**config.mk**
```make
export PLATFORM = sky130hd
export DESIGN_NAME = hostport8
export DESIGN_NICKNAME = d
export VERILOG_FILES = /design/src/rtl/hostport8_pkg.sv /design/src/rtl/hpi_ctl.sv /design/src/rtl/hpi_host.sv /design/src/rtl/hpi_arb.sv /design/src/rtl/hostport8.sv
export SDC_FILE = /design/constraint.sdc
export NUM_CORES = 1
export LEC_CHECK = 0
export CAP_MARGIN = 0
export CORE_MARGIN = 3
export CORE_UTILIZATION = 50
export CTS_BUF_LIST = sky130_fd_sc_hd__clkbuf_4
export DETAILED_ROUTE_END_ITERATION = 10
export PLACE_DENSITY = 0.83
export SETUP_SLACK_MARGIN = 0.1
export SYNTH_ARGS = -nofsm -noshare
export SYNTH_HDL_FRONTEND = slang
export SYNTH_HIERARCHICAL = 1
export SYNTH_SLANG_ARGS = --single-unit
```
**constraint.sdc**
```tcl
create_clock -name clk -period 2.26 [get_ports clk]
set_input_delay 0.452 -clock clk [delete_from_list [all_inputs] [get_ports clk]]
set_output_delay 0.452 -clock clk [all_outputs]
set_load 0.005 [all_outputs]
```
**src/rtl/hostport8_pkg.sv**
```systemverilog
package hostport8_pkg;
  localparam int BYTE_W = 8;
  localparam int WORD_W = 2 * BYTE_W;

  typedef enum logic [1:0] {
    SEL_CTL  = 2'b00,
    SEL_DINC = 2'b01,
    SEL_ADR  = 2'b10,
    SEL_DFIX = 2'b11
  } hsel_e;

  typedef enum logic [1:0] {
    HS_IDLE  = 2'b00,
    HS_ISSUE = 2'b01,
    HS_WAIT  = 2'b10
  } hstate_e;

  function automatic logic [BYTE_W-1:0] pick_byte(input logic [WORD_W-1:0] w,
                                                  input logic hi);
    return hi ? w[WORD_W-1:BYTE_W] : w[BYTE_W-1:0];
  endfunction

  function automatic logic [WORD_W-1:0] put_byte(input logic [WORD_W-1:0] w,
                                                 input logic hi,
                                                 input logic [BYTE_W-1:0] b);
    logic [WORD_W-1:0] r;
    r = w;
    if (hi) r[WORD_W-1:BYTE_W] = b;
    else    r[BYTE_W-1:0] = b;
    return r;
  endfunction
endpackage

```
**src/rtl/hpi_ctl.sv**
```systemverilog
module hpi_ctl
  import hostport8_pkg::*;
(
  input  logic              clk,
  input  logic              rst_n,
  input  logic              h_we,
  input  logic [BYTE_W-1:0] h_wbyte,
  input  logic              c_we,
  input  logic [2:0]        c_wbits,
  output logic              bob,
  output logic              host_int,
  output logic              cpu_int,
  output logic [BYTE_W-1:0] ctl_byte
);
  logic hint_set, hint_clr, cint_set, cint_clr;

  always_comb begin
    hint_set = c_we & c_wbits[2];
    hint_clr = h_we & h_wbyte[2];
    cint_set = h_we & h_wbyte[1];
    cint_clr = c_we & c_wbits[1];
  end

  always_ff @(posedge clk or negedge rst_n) begin
    if (!rst_n) begin
      bob      <= 1'b0;
      host_int <= 1'b0;
      cpu_int  <= 1'b0;
    end else begin
      if (h_we)      bob <= h_wbyte[0];
      else if (c_we) bob <= c_wbits[0];
      if (hint_set)      host_int <= 1'b1;
      else if (hint_clr) host_int <= 1'b0;
      if (cint_set)      cpu_int <= 1'b1;
      else if (cint_clr) cpu_int <= 1'b0;
    end
  end

  assign ctl_byte = {{(BYTE_W-3){1'b0}}, host_int, cpu_int, bob};


  host_clear_chk: assert property (@(posedge clk) disable iff (!rst_n)
    (h_we && h_wbyte[2] && !(c_we && c_wbits[2])) |=> !host_int);

  cpu_set_chk: assert property (@(posedge clk) disable iff (!rst_n)
    (h_we && h_wbyte[1]) |=> cpu_int);

  set_wins_chk: assert property (@(posedge clk) disable iff (!rst_n)
    (c_we && c_wbits[2] && h_we && h_wbyte[2]) |=> host_int);
endmodule

```
**src/rtl/hpi_host.sv**
```systemverilog
module hpi_host
  import hostport8_pkg::*;
#(
  parameter int ADDR_W = 16
) (
  input  logic              clk,
  input  logic              rst_n,
  input  logic              cpu_rst,
  input  logic              h_valid,
  output logic              h_ready,
  input  logic              h_rw,
  input  logic [1:0]        h_sel,
  input  logic              h_hilo,
  input  logic [BYTE_W-1:0] h_wdata,
  output logic [BYTE_W-1:0] h_rdata,
  output logic              h_rvalid,
  input  logic              bob,
  input  logic [BYTE_W-1:0] ctl_byte,
  output logic              ctl_we,
  output logic              hreq,
  output logic              hwe,
  output logic [ADDR_W-1:0] haddr,
  output logic [WORD_W-1:0] hwdata,
  input  logic [WORD_W-1:0] mem_rdata
);
  hstate_e           state_q;
  logic [WORD_W-1:0] ar_q, lat_q, mc_addr_q;
  logic              mc_we_q, rd_hi_q, rvalid_q;
  logic [BYTE_W-1:0] rdata_q;
  logic              accept, is_high, is_data, do_inc;
  hsel_e             sel;

  always_comb begin
    sel     = hsel_e'(h_sel);
    h_ready = rst_n & ~cpu_rst & (state_q == HS_IDLE);
    accept  = h_valid & h_ready;
    is_high = ~(h_hilo ^ bob);
    is_data = (sel == SEL_DINC) || (sel == SEL_DFIX);
    do_inc  = (sel == SEL_DINC);
    ctl_we  = accept & ~h_rw & (sel == SEL_CTL);
  end

  always_ff @(posedge clk or negedge rst_n) begin
    if (!rst_n) begin
      state_q   <= HS_IDLE;
      ar_q      <= '0;
      lat_q     <= '0;
      mc_addr_q <= '0;
      mc_we_q   <= 1'b0;
      rd_hi_q   <= 1'b0;
      rdata_q   <= '0;
      rvalid_q  <= 1'b0;
    end else begin
      rvalid_q <= 1'b0;
      unique case (state_q)
        HS_IDLE: begin
          if (accept) begin
            if (sel == SEL_CTL) begin
              if (h_rw) begin
                rdata_q  <= ctl_byte;
                rvalid_q <= 1'b1;
              end
            end else if (sel == SEL_ADR) begin
              if (h_rw) begin
                rdata_q  <= pick_byte(ar_q, is_high);
                rvalid_q <= 1'b1;
              end else begin
                ar_q <= put_byte(ar_q, is_high, h_wdata);
              end
            end else if (is_data) begin
              if (!h_rw) begin
                lat_q <= put_byte(lat_q, is_high, h_wdata);
                if (h_hilo) begin
                  mc_we_q   <= 1'b1;
                  mc_addr_q <= ar_q;
                  state_q   <= HS_ISSUE;
                  if (do_inc) ar_q <= ar_q + 1'b1;
                end
              end else if (!h_hilo) begin
                mc_we_q   <= 1'b0;
                mc_addr_q <= ar_q;
                rd_hi_q   <= is_high;
                state_q   <= HS_ISSUE;
              end else begin
                rdata_q  <= pick_byte(lat_q, is_high);
                rvalid_q <= 1'b1;
                if (do_inc) ar_q <= ar_q + 1'b1;
              end
            end
          end
        end
        HS_ISSUE: state_q <= mc_we_q ? HS_IDLE : HS_WAIT;
        HS_WAIT: begin
          lat_q    <= mem_rdata;
          rdata_q  <= pick_byte(mem_rdata, rd_hi_q);
          rvalid_q <= 1'b1;
          state_q  <= HS_IDLE;
        end
        default: state_q <= HS_IDLE;
      endcase
    end
  end

  assign hreq     = (state_q == HS_ISSUE);
  assign hwe      = mc_we_q;
  assign haddr    = mc_addr_q[ADDR_W-1:0];
  assign hwdata   = lat_q;
  assign h_rdata  = rdata_q;
  assign h_rvalid = rvalid_q;


  write_second_chk: assert property (@(posedge clk) disable iff (!rst_n)
    (hreq && hwe) |-> $past(accept && !h_rw && h_hilo && is_data));

  read_first_chk: assert property (@(posedge clk) disable iff (!rst_n)
    (hreq && !hwe) |-> $past(accept && h_rw && !h_hilo && is_data));

  fixed_ptr_chk: assert property (@(posedge clk) disable iff (!rst_n)
    (accept && sel == SEL_DFIX) |=> $stable(ar_q));

  busy_after_fetch_chk: assert property (@(posedge clk) disable iff (!rst_n)
    (accept && h_rw && !h_hilo && is_data) |=> !h_ready);

  single_issue_chk: assert property (@(posedge clk) disable iff (!rst_n)
    hreq |=> !hreq);
endmodule

```
**src/rtl/hpi_arb.sv**
```systemverilog
module hpi_arb
  import hostport8_pkg::*;
#(
  parameter int ADDR_W = 16
) (
  input  logic              clk,
  input  logic              rst_n,
  input  logic              hreq,
  input  logic              hwe,
  input  logic [ADDR_W-1:0] haddr,
  input  logic [WORD_W-1:0] hwdata,
  input  logic              cpu_req,
  input  logic              cpu_we,
  input  logic [ADDR_W-1:0] cpu_addr,
  input  logic [WORD_W-1:0] cpu_wdata,
  output logic              cpu_gnt,
  output logic              mem_req,
  output logic              mem_we,
  output logic [ADDR_W-1:0] mem_addr,
  output logic [WORD_W-1:0] mem_wdata
);
  always_comb begin
    cpu_gnt = cpu_req & ~hreq;
    mem_req = hreq | cpu_req;
    if (hreq) begin
      mem_we    = hwe;
      mem_addr  = haddr;
      mem_wdata = hwdata;
    end else begin
      mem_we    = cpu_req & cpu_we;
      mem_addr  = cpu_addr;
      mem_wdata = cpu_wdata;
    end
  end


  stall_once_chk: assert property (@(posedge clk) disable iff (!rst_n)
    (cpu_req && !cpu_gnt) |=> (cpu_gnt || !cpu_req));
endmodule

```
**src/rtl/hostport8.sv**
```systemverilog
module hostport8
  import hostport8_pkg::*;
#(
  parameter int ADDR_W = 16
) (
  input  logic              clk,
  input  logic              rst_n,
  input  logic              cpu_rst,
  input  logic              h_valid,
  output logic              h_ready,
  input  logic              h_rw,
  input  logic [1:0]        h_sel,
  input  logic              h_hilo,
  input  logic [7:0]        h_wdata,
  output logic [7:0]        h_rdata,
  output logic              h_rvalid,
  output logic              host_irq,
  output logic              cpu_irq,
  input  logic              cpu_ctl_we,
  input  logic [2:0]        cpu_ctl_wdata,
  output logic [2:0]        cpu_ctl_rdata,
  input  logic              cpu_req,
  input  logic              cpu_we,
  input  logic [ADDR_W-1:0] cpu_addr,
  input  logic [15:0]       cpu_wdata,
  output logic              cpu_gnt,
  output logic              mem_req,
  output logic              mem_we,
  output logic [ADDR_W-1:0] mem_addr,
  output logic [15:0]       mem_wdata,
  input  logic [15:0]       mem_rdata
);
  logic              bob, host_int, cpu_int, ctl_we;
  logic [BYTE_W-1:0] ctl_byte;
  logic              hreq, hwe;
  logic [ADDR_W-1:0] haddr;
  logic [WORD_W-1:0] hwdata;

  hpi_ctl u_ctl (
    .clk(clk), .rst_n(rst_n),
    .h_we(ctl_we), .h_wbyte(h_wdata),
    .c_we(cpu_ctl_we), .c_wbits(cpu_ctl_wdata),
    .bob(bob), .host_int(host_int), .cpu_int(cpu_int), .ctl_byte(ctl_byte)
  );

  hpi_host #(.ADDR_W(ADDR_W)) u_host (
    .clk(clk), .rst_n(rst_n), .cpu_rst(cpu_rst),
    .h_valid(h_valid), .h_ready(h_ready), .h_rw(h_rw), .h_sel(h_sel),
    .h_hilo(h_hilo), .h_wdata(h_wdata), .h_rdata(h_rdata), .h_rvalid(h_rvalid),
    .bob(bob), .ctl_byte(ctl_byte), .ctl_we(ctl_we),
    .hreq(hreq), .hwe(hwe), .haddr(haddr), .hwdata(hwdata),
    .mem_rdata(mem_rdata)
  );

  hpi_arb #(.ADDR_W(ADDR_W)) u_arb (
    .clk(clk), .rst_n(rst_n),
    .hreq(hreq), .hwe(hwe), .haddr(haddr), .hwdata(hwdata),
    .cpu_req(cpu_req), .cpu_we(cpu_we), .cpu_addr(cpu_addr),
    .cpu_wdata(cpu_wdata), .cpu_gnt(cpu_gnt),
    .mem_req(mem_req), .mem_we(mem_we), .mem_addr(mem_addr),
    .mem_wdata(mem_wdata)
  );

  assign host_irq      = host_int;
  assign cpu_irq       = cpu_int;
  assign cpu_ctl_rdata = ctl_byte[2:0];


  refuse_in_reset_chk: assert property (@(posedge clk) disable iff (!rst_n)
    (cpu_rst && h_valid) |=> $stable(cpu_irq) || $past(cpu_ctl_we));
endmodule

```
* After elaboration in Yosys (flattened, before gate mapping) *
Index checks and enable logic that the tools add are counted.

operators by class
  mux-type cells = 56
  divide/modulo/power cells = 0
  magnitude comparators = 0
  shift operators = 0
  add/sub/neg operators = 1
  bitwise logic cells = 20
  equal/unequal tests = 23
  multiply operators = 0
  reduce and logical (&&, ||, !) cells = 19

operators by type and width
  cell                     number
  $mux W16                 14
  $mux W8                  13
  $reduce_and A7 Y1        5
  $pmux W16 S2             1
  $mux W1                  17
  $add A16 B1 Y16 const B  1
  $mux W2                  8
  $ne A2 B2 Y1 const B     8
  $pmux W8 S2              1
  $reduce_and A8 Y1        2
  $reduce_bool A2 Y1       8
  $ne A3 B3 Y1 const B     5
  $and A1 B1 Y1            11
  $not A1 Y1               7
  $eq A2 B2 Y1 const B     3
  $ne A2 B1 Y1 const B     3
  $reduce_and A6 Y1        1
  $eq A2 B1 Y1 const B     2
  $logic_not A2 Y1         2
  $ne A4 B3 Y1 const B     1
  $ne A4 B4 Y1 const B     1
  $pmux W2 S2              1
  $pmux W1 S2              1
  $logic_or A1 B1 Y1       1
  2 further kinds          2

storage, ports and cells
  register bits after elaboration = 64
  memories kept = 0
  output and inout bits = 50
  memory bits (read-only) = 0
  bits in latches = 0
  bits in writable memories = 0

* Depth between registers and ports, before layout *
  word-level depth = 9
  depth in mapped cells = 9

* Modules after synthesis *
Netlist, hierarchy kept.

by module, submodules not included
  module    instances  cells an instance  area an instance (µm²)
  hpi_host  1          368                3409.5
  hpi_arb   1          39                 558.0
  hpi_ctl   1          19                 183.9

* Worst setup path after synthesis *
No wires, ideal clock.

  path kind = input-to-reg
  start point = in h_sel[0]
  end point = reg u_host.rdata_q[0], in the netlist u_host/h_rdata[0]
  path buffers = 2
  setup slack = -0.005 ns
  arrival time = 2.129 ns
  stages on the path = 9
  setup time = 0.136 ns
  path through = inv_1 -> ha_1 -> clkbuf_1 -> or2_2 -> clkbuf_1 -> o2111a_1 -> o21bai_1 -> o22ai_1 -> a31oi_1

on the way
  cells in the longest elaborated chain, start to end = 5
  elaborated cells on any way between the ends = 15
  classes of those cells = eq/ne (8); mux (4); reduce/logical (3)

RTL lines
  element               RTL line         RTL
  start, declared       hostport8.sv:12  input logic [1:0] h_sel,
  $eq A2 B2 Y1          hpi_host.sv:63   end else if (sel == SEL_ADR) begin
  $mux W8               hpi_host.sv:63
  $mux W8               hpi_host.sv:58   if (sel == SEL_CTL) begin
  $mux W8               hpi_host.sv:57   if (accept) begin
  $pmux W8 S2           hpi_host.sv:55   unique case (state_q)
  end signal, assigned  hpi_host.sv:60   rdata_q <= ctl_byte;
  end signal, assigned  hpi_host.sv:65   rdata_q <= pick_byte(ar_q, is_high);
  end signal, assigned  hpi_host.sv:85   rdata_q <= pick_byte(lat_q, is_high);
  end, declared         hpi_host.sv:29   logic [BYTE_W-1:0] rdata_q;

Parallel ways exist; a longest one is shown, timed or not. The select of a mux whose other input is x is not followed.
A chain may end at the register's enable or synchronous reset.

* Worst setup path after layout *
  start point = reg u_host.state_q[1]
  end point = out mem_addr[4]

on the way
  cells in the longest elaborated chain, start to end = 2

RTL lines
  element                 RTL line         RTL
  start, declared         hpi_host.sv:26   hstate_e state_q;
  start signal, assigned  hpi_host.sv:92   HS_ISSUE: state_q <= mc_we_q ? HS_IDLE : HS_WAIT;
  $eq A2 B1 Y1            hpi_host.sv:104  assign hreq = (state_q == HS_ISSUE);
  net hreq                hostport8.sv:35  logic hreq, hwe;
  $mux W16                hpi_arb.sv:25    if (hreq) begin
  end, declared           hostport8.sv:29  output logic [ADDR_W-1:0] mem_addr,

The timed path passes the listed nets, and every way through them passes these cells.

==> summary.md <==
| Metric | Value |
|---|---|
| Number of rows in the core area | 32 |
| Vertical die dimension | 97.1 um |
| Clock tree from TritonCTS | yes |
| Compound-gate portion of the synthesized area | 20.3% |
| Total setup violations reported at the end of the flow | 19 |
| GRT Total Usage | about 29% |
| DRC violation count after routing | 0 |
| Synthesized area per cell | just under 10 sq um |
| Synth Instances | about 430 |
| Worst Clk Skew | 0.0184 ns |
| IR drop worst, VDD | about 360 uV |
| Multi-input gate area | between 0.002 and 0.0025 sq mm |
| Setup repair after global routing missed its margin | yes |
| Number of nets with antenna violations after detailed routing | 0 |
| Net switching power figure | 1.17 mW |
| Highest cell delay on the worst timing path | around 0.46 ns |
| Combinational cell fraction of total power | 33.2% |
| FF/Latch Area | 0.00160 sq mm |
| Initial antenna violation count | 0 |
| Full die area | 0.00943 sq mm |
| Count of vias placed by the detailed router | around 4300 |
| Critical path's top delay family | buffers and inverters |
| Top-level I/O count | 120 |
| CTS Buf Count | 9 |
| Library cells used by synthesis | 57 |
| Final hold viol count | 0 |
| Worst-case clock buffer depth | 2 |
| Largest net degree at the start of global routing | 65 |
| Number of global-route vias before repair | about 4200 |
| Routability-driven placement congestion ratio | 0.991 |
| Mean number of vias per cell | ~6.2 |
| Starting DRT DRC Count | ~360 |
| Root buffer selected by CTS | sky130_fd_sc_hd__clkbuf_4 |
| Sequence of cells on the critical path | nor2b_4 > buf_6 > buf_12 > buf_16 > mux2_4 > buf_6 |
| Count of flip-flops with a built-in enable after synthesis | 0 |
| Number of pins exceeding their max-slew limit in the final report | 0 |
| Primary FF master, synth | sky130_fd_sc_hd__dfrtp_1 |
| Starting Density | 52.6% |
| Crit path capture type | output port |
| Number of search-and-repair iterations in the first detailed-routing pass | 6 |
| Total half-perimeter wirelength after legalization and detailed placement | about 9500 um |
| Syn-to-layout area delta | 50.7% |
| Worst slew margin | between 40% and 50% |
| Xor-xnor portion of the synthesized cell area | less than 1% |
| Count of input and output buffers | ~120 |
| Remaining global-route overflow | 0 |
| Fraction of registers with async set or reset after synthesis | 100% |
| Data arrival time of the worst path | ~1.8 ns |
| Max Fanout on Critical Path | 5 |
| Core utilization of the finished layout | 79.3% |
| Kind of start point of the critical path | flop |
| Synth Area in Simple Gates | around 14% |
| Static leakage power | around 2.7 nW |
| FF+latch count, synth | between 60 and 70 |
| Worst endpoint required time | between 1.5 and 2 ns |
| Count of filler cells inserted in the layout | 489 |
| Clock Power Share | between 15 and 20% |
| Hold Path Class | in2async |
| WL per Instance | between 20 and 25 um |
| Slowest cell on the critical path | sky130_fd_sc_hd__dfrtp_2 |
| Switch share | ~34% |
| Fraction of final layout cells with drive strength greater than 1 | 35.4% |
| Worst Setup Slack, final | -0.0350 ns |
| Antenna Diode Count | 0 |
| Clk sink count | between 60 and 70 |
| Worst-Skew Late Latency | between 0.4 and 0.5 ns |
| Measured slew at the worst slew-check pin | 0.818 ns |
| Internal Power | ~2.2 mW |
| Proportion of synthesized area in mux cells | roughly 18% |
| Sum of routed wire length over all layers | about 15000 um |
| Total power divided by cell area | 543 mW/mm^2 |
| Clock Pin Slew Worst Setup and Hold Paths | around 0.13 ns |
| Register share of total power | between 40% and 50% |
| Max-Cap Viols | 0 |
| Number of buffer and inverter stages on the critical path | 4 |
| Critical Setup Path Class | reg2out |
| Synth Area in Adders | 1.51% |
| Upper clock frequency limit | roughly 440 MHz |
| Yosys synthesis warning count | 6 |
| Cell occurring most often along the worst timing path | sky130_fd_sc_hd__buf_6 |
| H-tree lvl count | 3 |
| Floorplan Core Area | approximately 0.008 sq mm |
| Final critical delay including setup and external delays | approximately 2.3 ns |
| Dominant combinational cell family by area after synthesis | compound AO/OA/AOI/OAI gates |
| Post-synthesis instance area | a little over 0.004 sq mm |
| Outcome | complete, but fails checks |
| Global-route wire length before repair | ~22000 um |
| Net count of the finished layout | 664 |
| Portion of the post-synthesis area used by sequential elements | about 39% |
| Final period utilization | 102% |
| Failing checks | setup timing |
| Horiz. Die Dim | 97.1 um |
| Total power | between 3 and 4 mW |
## what timing repair did
action                     4_1_cts  5_1_grt
pin swaps                        5        7
setup endpoints to repair       44       79
hold buffers                     0        0
setup buffers                   16        3
gates cloned                     4        2
gates resized for setup        196       33
## cells in the mapped netlist, types with 2 or more instances
master | n | area [sq um]
sky130_fd_sc_hd__nand3_1 | 9 | 45.0
sky130_fd_sc_hd__clkbuf_1 | 17 | 63.8
sky130_fd_sc_hd__a21oi_1 | 35 | 175
sky130_fd_sc_hd__or4_1 | 2 | 15.0
sky130_fd_sc_hd__mux2_4 | 28 | 420
sky130_fd_sc_hd__mux2i_1 | 3 | 30.0
sky130_fd_sc_hd__o21a_1 | 10 | 75.1
sky130_fd_sc_hd__o21ai_0 | 15 | 75.1
sky130_fd_sc_hd__xnor2_1 | 2 | 17.5
sky130_fd_sc_hd__buf_12 | 3 | 60.1
sky130_fd_sc_hd__a22o_1 | 5 | 43.8
sky130_fd_sc_hd__nand4_1 | 3 | 18.8
sky130_fd_sc_hd__nor4_1 | 2 | 12.5
sky130_fd_sc_hd__or2_2 | 2 | 12.5
sky130_fd_sc_hd__buf_4 | 9 | 67.6
sky130_fd_sc_hd__and3_1 | 2 | 12.5
sky130_fd_sc_hd__nand2_1 | 56 | 210
sky130_fd_sc_hd__o41ai_1 | 2 | 17.5
sky130_fd_sc_hd__or4b_2 | 2 | 20.0
sky130_fd_sc_hd__dfrtp_1 | 64 | 1600
sky130_fd_sc_hd__inv_1 | 9 | 33.8
sky130_fd_sc_hd__and4_1 | 3 | 26.3
sky130_fd_sc_hd__buf_2 | 2 | 10.0
sky130_fd_sc_hd__nor2b_1 | 6 | 37.5
sky130_fd_sc_hd__o2111a_1 | 2 | 22.5
sky130_fd_sc_hd__or3_1 | 3 | 18.8
sky130_fd_sc_hd__o22ai_1 | 19 | 119
sky130_fd_sc_hd__a31oi_1 | 10 | 62.6
sky130_fd_sc_hd__mux2_2 | 28 | 315
sky130_fd_sc_hd__o31ai_1 | 4 | 30.0
sky130_fd_sc_hd__o22a_1 | 8 | 70.1
sky130_fd_sc_hd__ha_1 | 5 | 62.6
sky130_fd_sc_hd__nor2_1 | 30 | 113
sky130_fd_sc_hd__nand2b_1 | 2 | 12.5
sky130_fd_sc_hd__buf_1 | 2 | 7.51
## sequential cells by signal (all words and copies together), names as in the netlist
name,count
u_ctl/bob,1
u_ctl/cpu_int,1
u_ctl/host_int,1
u_host/ar_q,16
u_host/h_rdata,8
u_host/h_rvalid,1
u_host/haddr,16
u_host/hwdata,16
u_host/hwe,1
u_host/rd_hi_q,1
u_host/state_q,2
## per-stage QoR
step                setup WS [ns]  area [sq um]  hold slack, ns  TNS (ns)  instances
floorplan                  0.0930          4190           0.156         0        430
global placement           -0.289          5620           0.490    -11.44        656
detailed placement         -0.369          5620           0.496    -14.68        656
CTS                      -0.00507          6120           0.294   -0.0181        692
global route              -0.0898          6260           0.329     -1.63        696
finish                    -0.0350          6260           0.275    -0.447        696
## layout make-up
type                       instances  area share [%]
multi-input combinational        324            39.7
timing repair buffer             181            30.2
sequential                        64            25.6
tap                              102            2.04
clock buffer                       9            1.08
clock inverter                     7           0.780
inverter                           9           0.540
## kinds of logic after synthesis
| logic type | after synthesis |
|---|---|
| AOI/OAI and AO/OA | 125 |
| buffers and inverters | 43 |
| DFF | 64 |
| and+or+nand+nor | 126 |
| adders and majority gates | 5 |
| muxes | 59 |
| xor gates and xnor gates | 3 |
| other | 1 |
## per-layer routing
| layer | track usage [%] | wire length (um) |
|---|---|---|
| met4 | 12.7 | 661 |
| met5 | 0 | 0 |
| met3 | 5.81 | 1410 |
| met2 | 50.4 | 7490 |
| met1 | 34.5 | 5240 |
## path summary, 6_finish.rpt
path / end / slack, ns / from / cells after the start
worst max-delay path: mem_addr[4] / -0.03 / u_host/state_q[1] / 6
worst max register to register: u_host/ar_q[2] / 0.06 / u_host/state_q[1] / 10
worst min register to register: u_host/state_q[1] / 0.51 / u_host/hwe / 1
max in group asynchronous: u_host/state_q[0] / 1.37 / rst_n / 2
worst min-delay path: u_host/hwdata[12] / 0.27 / rst_n / 2
min in group clk: u_host/state_q[1] / 0.51 / u_host/hwe / 1
## placed cells by master, fill, tap and decap left out, types with 9 or more instances in the layout
cell type and n:
sky130_fd_sc_hd__nand2_1 56, sky130_fd_sc_hd__buf_4 38, sky130_fd_sc_hd__a31oi_1 10, sky130_fd_sc_hd__clkdlybuf4s50_1 80, sky130_fd_sc_hd__buf_6 45, sky130_fd_sc_hd__nand3_1 9
sky130_fd_sc_hd__o22ai_1 15, sky130_fd_sc_hd__dfrtp_1 62, sky130_fd_sc_hd__mux2_4 32, sky130_fd_sc_hd__a21oi_1 32, sky130_fd_sc_hd__clkbuf_4 9, sky130_fd_sc_hd__mux2_2 24
sky130_fd_sc_hd__o21ai_0 12, sky130_fd_sc_hd__nor2_1 29, sky130_fd_sc_hd__o21a_1 10
## power groups by stage
stage	Combinational, mW	Sequential (mW)	Clock, mW
finish	1.13	1.60	0.671
global route	1.21	1.63	0.731
CTS	1.06	1.58	0.675
detailed placement	1.02	1.60	0
global placement	0.992	1.61	0
floorplan	0.549	1.53	0
No activity file was read; power rests on OpenSTA's default activity.
